[src/rtl/irq_prio_ctrl.sv]
module irq_prio_ctrl #(
  parameter int NSRC     = 8,
  parameter int AW       = 2,
  parameter int ADDR_EN  = 0,
  parameter int ADDR_FLG = 1,
  parameter int ADDR_STS = 2,
  localparam int CW      = $clog2(NSRC)
) (
  input  logic            clk,
  input  logic            rst_n,
  input  logic            host_wr,
  input  logic            host_bitmod,
  input  logic [AW-1:0]   host_addr,
  input  logic [NSRC-1:0] host_wdata,
  input  logic [NSRC-1:0] host_mask,
  output logic [NSRC-1:0] host_rdata,
  input  logic [NSRC-1:0] ev_set,
  input  logic [NSRC-1:0] ev_hold,
  output logic            irq_n,
  output logic [CW-1:0]   irq_code
);

  logic [NSRC-1:0] en_q, flg_q, pend;
  logic [NSRC-1:0] en_wr, flg_wr, flg_base;
  logic            wr_en, wr_flg;

  assign wr_en  = host_wr && (host_addr == AW'(ADDR_EN));
  assign wr_flg = host_wr && (host_addr == AW'(ADDR_FLG));

  assign en_wr  = host_bitmod ? ((en_q  & ~host_mask) | (host_wdata & host_mask)) : host_wdata;
  assign flg_wr = host_bitmod ? ((flg_q & ~host_mask) | (host_wdata & host_mask)) : host_wdata;

  assign flg_base = wr_flg ? flg_wr : flg_q;

  always_ff @(posedge clk or negedge rst_n) begin
    if (!rst_n) begin
      en_q  <= '0;
      flg_q <= '0;
    end else begin
      if (wr_en) en_q <= en_wr;
      flg_q <= flg_base | ev_set | (flg_q & ev_hold);
    end
  end

  assign pend  = flg_q & en_q;
  assign irq_n = ~|pend;

  always_comb begin
    irq_code = '0;
    for (int i = NSRC - 2; i >= 0; i--)
      if (pend[i]) irq_code = CW'(i + 1);
  end

  always_comb begin
    host_rdata = '0;
    if (host_addr == AW'(ADDR_EN))       host_rdata = en_q;
    else if (host_addr == AW'(ADDR_FLG)) host_rdata = flg_q;
    else if (host_addr == AW'(ADDR_STS)) host_rdata[CW:1] = irq_code;
  end

endmodule

[config.mk]
export PLATFORM = sky130hd
export DESIGN_NAME = irq_prio_ctrl
export DESIGN_NICKNAME = d
export VERILOG_FILES = /design/src/rtl/irq_prio_ctrl.sv
export SDC_FILE = /design/constraint.sdc
export NUM_CORES = 1
export LEC_CHECK = 0
export BUFFER_PORTS_ARGS = -buffer_cell sky130_fd_sc_hd__buf_2
export CAP_MARGIN = 5
export CORE_MARGIN = 1
export CORE_UTILIZATION = 45
export CTS_CLUSTER_SIZE = 20
export DETAILED_ROUTE_END_ITERATION = 6
export GPL_TIMING_DRIVEN = 0
export PLACE_DENSITY = 0.79
export SLEW_MARGIN = 20
export SYNTH_ARGS = -nofsm -noshare
export SYNTH_HDL_FRONTEND = slang
export SYNTH_SLANG_ARGS = --single-unit
[constraint.sdc]
create_clock -name clk -period 1.3 [get_ports clk]
set_input_delay 0.065 -clock clk [delete_from_list [all_inputs] [get_ports clk]]
set_output_delay 0.065 -clock clk [all_outputs]
set_load 0.02 [all_outputs]
==> impl_metrics.py <==
metrics = {
    "synthesis": {
        "yosys-top-cells-area": "dfrtp_1 40%, nand2_1 12%, mux2_1 8.9%, mux2i_1 6.9%, a31oi_1 5.6%",
        "netlist.area_leader.share_pct": 39.5,
        "synth_ff_type": "dfrtp_1",
        "ys_ff_latch": 16,
        "syn_avg_cell_area_um2": 8.74,
        "syn-cell-area_um2": 1010,
        "yosysWarnings": 0,
        "synth.distinct_cells": 26,
        "async_reset_ff_share_pct": 100,
        "synth_seq_area_share_pct": 39.5,
        "synth_edf_count": 0,
        "syn-instance-count": 116,
        "yosys.area.top_type": "dfrtp_1",
        "synth_commonest_cells": "32 x nand2_1, 16 x dfrtp_1, 9 x a31oi_1, 8 x mux2_1, 8 x nand2b_1",
        "yosysMostFrequentCell": "nand2_1",
        "synth_nets": 154,
    },
    "worst_hold_path": {
        "whs_path_depth": 3,
        "min-delay-start": "host_wdata[7]",
        "hold_class": "in2reg",
    },
    "grt": {
        "gr-usage-all-layers_pct": 30.8,
        "grt_antenna_before_repair": 0,
        "overflow": 0,
        "grt_pass1_vias": 1299,
        "grt_pass1_wl_um": 5600,
        "grt_max_degree": 17,
    },
    "power": {
        "p_per_area_nw_per_um2": 975,
        "p_clk_share_pct": 20.7,
        "peakVddDrop_uv": 747,
        "internal-power_uw": 1070,
        "p_sw_share_pct": 35.6,
        "leakage_uw": 0.000796,
        "switchingPower_uw": 591,
        "seq_power_share_pct": 37.4,
        "p_comb_share_pct": 41.9,
    },
    "die": {
        "io_pins": 50,
        "coreArea_um2": 2040,
        "chipHeight_um": 49.5,
        "num_rows": 16,
        "dieArea_um2": 2450,
        "start_util_pct": 49.6,
        "fp.dieW_um": 49.5,
    },
    "finish": {
        "fillerInstances": 127,
        "area_growth_pct": 67.9,
        "design_area_um2": 1700,
        "nets": 241,
        "multi_input_area_um2": 612,
        "n_antenna_cell": 0,
        "seqCellArea_um2": 400,
        "drive_gt1_share_pct": 39.1,
    },
    "setup_path": {
        "crit_start": "flg_q[6]",
        "crit_arrival_ps": 1550,
        "startpoint_type": "register",
        "path_class": "reg2out",
        "cp_max_fo": 3,
        "crit_path_end_kind": "output port",
        "required_ps": 1240,
        "rr_worst_depth": 2,
    },
    "clock_network": {
        "clkLatencyLatePin_ps": 290,
        "cts-htree-levels": 1,
        "clk_path_buf_depth": 2,
        "cts_sinks": 16,
        "numCtsBuffers": 3,
        "tritoncts": "built",
        "path_clk_slew_ps": 100,
        "clockRootBuffer": "clkbuf_4",
    },
    "routing": {
        "vias_per_cell": 5.64,
        "wl_per_cell_um": 16.4,
        "drt_wl_total_um": 3760,
        "drc_errors": 0,
        "first_pass_iters": 4,
        "antenna_left": 0,
        "drtIter0Drc": 32,
        "vias": 1292,
    },
    "sta": {
        "rsz0062_at_grt": "true",
        "maxSlewViolCount": 0,
        "fmax_ghz": 0.619,
        "worst_slack_ps": -315,
        "finClkSkew_ps": 0,
        "fin_crit_ps": 1610,
        "hold_viol_final": 1,
        "holdWs_ps": -2.36,
        "tightest_slew_ps": 437,
        "finalCritPeriodShare_pct": 124,
        "setup_viol": 10,
        "max-slew-margin-rel_pct": 70.9,
    },
    "flow_run": {
        "maxCapViolations": 0,
    },
    "status": {
        "outcome": "finished with violations",
        "violations": "negative hold slack, negative setup slack",
    },
    "placement": {
        "placed_cell_area_um2": 1300,
        "numPortBuffers": 49,
        "hpwl_um": 2160,
        "gp_routability_congestion": 0.902,
    },
}
layout make-up:
class	count	area share, %
Inverter	1	0.221
Multi-Input combinational cell	95	36.0
Buffer	4	1.91
Timing Repair Buffer	82	34.3
Clock buffer	4	2.13
Sequential cell	16	23.5
Tap cell	27	1.99
cells in the final DEF (no fill, tap or decap), types with 2 or more instances in the layout:
cell | netlist | routed
buf_4 | 0 | 12
nor2_1 | 5 | 5
o21ai_0 | 7 | 7
dfrtp_1 | 16 | 16
dlygate4sd3_1 | 0 | 21
nand2_1 | 32 | 28
o21ai_1 | 2 | 2
buf_2 | 2 | 45
a21oi_1 | 4 | 2
mux2_1 | 8 | 8
buf_6 | 2 | 8
a31oi_1 | 9 | 9
nand2_2 | 0 | 4
mux2i_1 | 7 | 7
nand2b_1 | 8 | 8
a21oi_2 | 0 | 2
clkbuf_4 | 0 | 3
worst paths after layout:
kind,to,slack (ps)
min in group asynchronous,async pin,210
max,host_rdata[3],-310
min,flg_q[7],-2
min reg2reg,register,550
max in group asynchronous,flg_q[0],820
max reg2reg,register,350
per-stage QoR:
step / TNS (ps) / instances / utilization (%) / total power, uW / setup WS [ps]
after floorplan: 0 / 116 / - / 929 / 21.2
after global placement: -53.5 / 192 / 63.5 / 1090 / -53.5
after detailed placement: -96.2 / 192 / 63.5 / 1120 / -96.2
after CTS: -1660 / 229 / 81.6 / 1570 / -265
after global routing: -2630 / 229 / 83.3 / 1740 / -355
final: -2040 / 229 / 83.3 / 1660 / -315
per-layer routing:
layer	share of wire [%]	vias to the layer above	GRT usage, %
met3	6.2	22	4.63
met4	4.1	0	15.7
met5	0	-	0
met1	38	600	33.7
li1	-	585	-
met2	51	85	57.1
cell families after synthesis:
family / share of synthesized area [%]
buffers and inverters: 3.58
muxes: 15.8
DFF: 39.5
AOI/OAI and AO/OA: 16.5
and+or+nand+nor: 24.6
critical path, cell delays in order, from the launching register on:
cell and delay [ps]:
dfrtp_1 410, a22o_1 260, nor2b_4 70, o32ai_1 300, buf_2 220
power by group through the flow:
stage | Combinational (uW) | Sequential [uW] | Clock, uW
6_report | 694 | 620 | 344
5_1_grt | 743 | 627 | 369
4_1_cts | 617 | 611 | 344
3_5_place_dp | 490 | 627 | 0
3_3_place_gp | 472 | 621 | 0
2_1_floorplan | 319 | 610 | 0
repair_timing:
action	CTS	global route
setup buffers	9	3
hold buffers	24	1
gates resized for setup	7	14
endpoints found under the hold margin	30	1
cloned	0	0
setup endpoints to repair	7	14
pin swaps	4	8
Power figures use the tool's default switching activity.
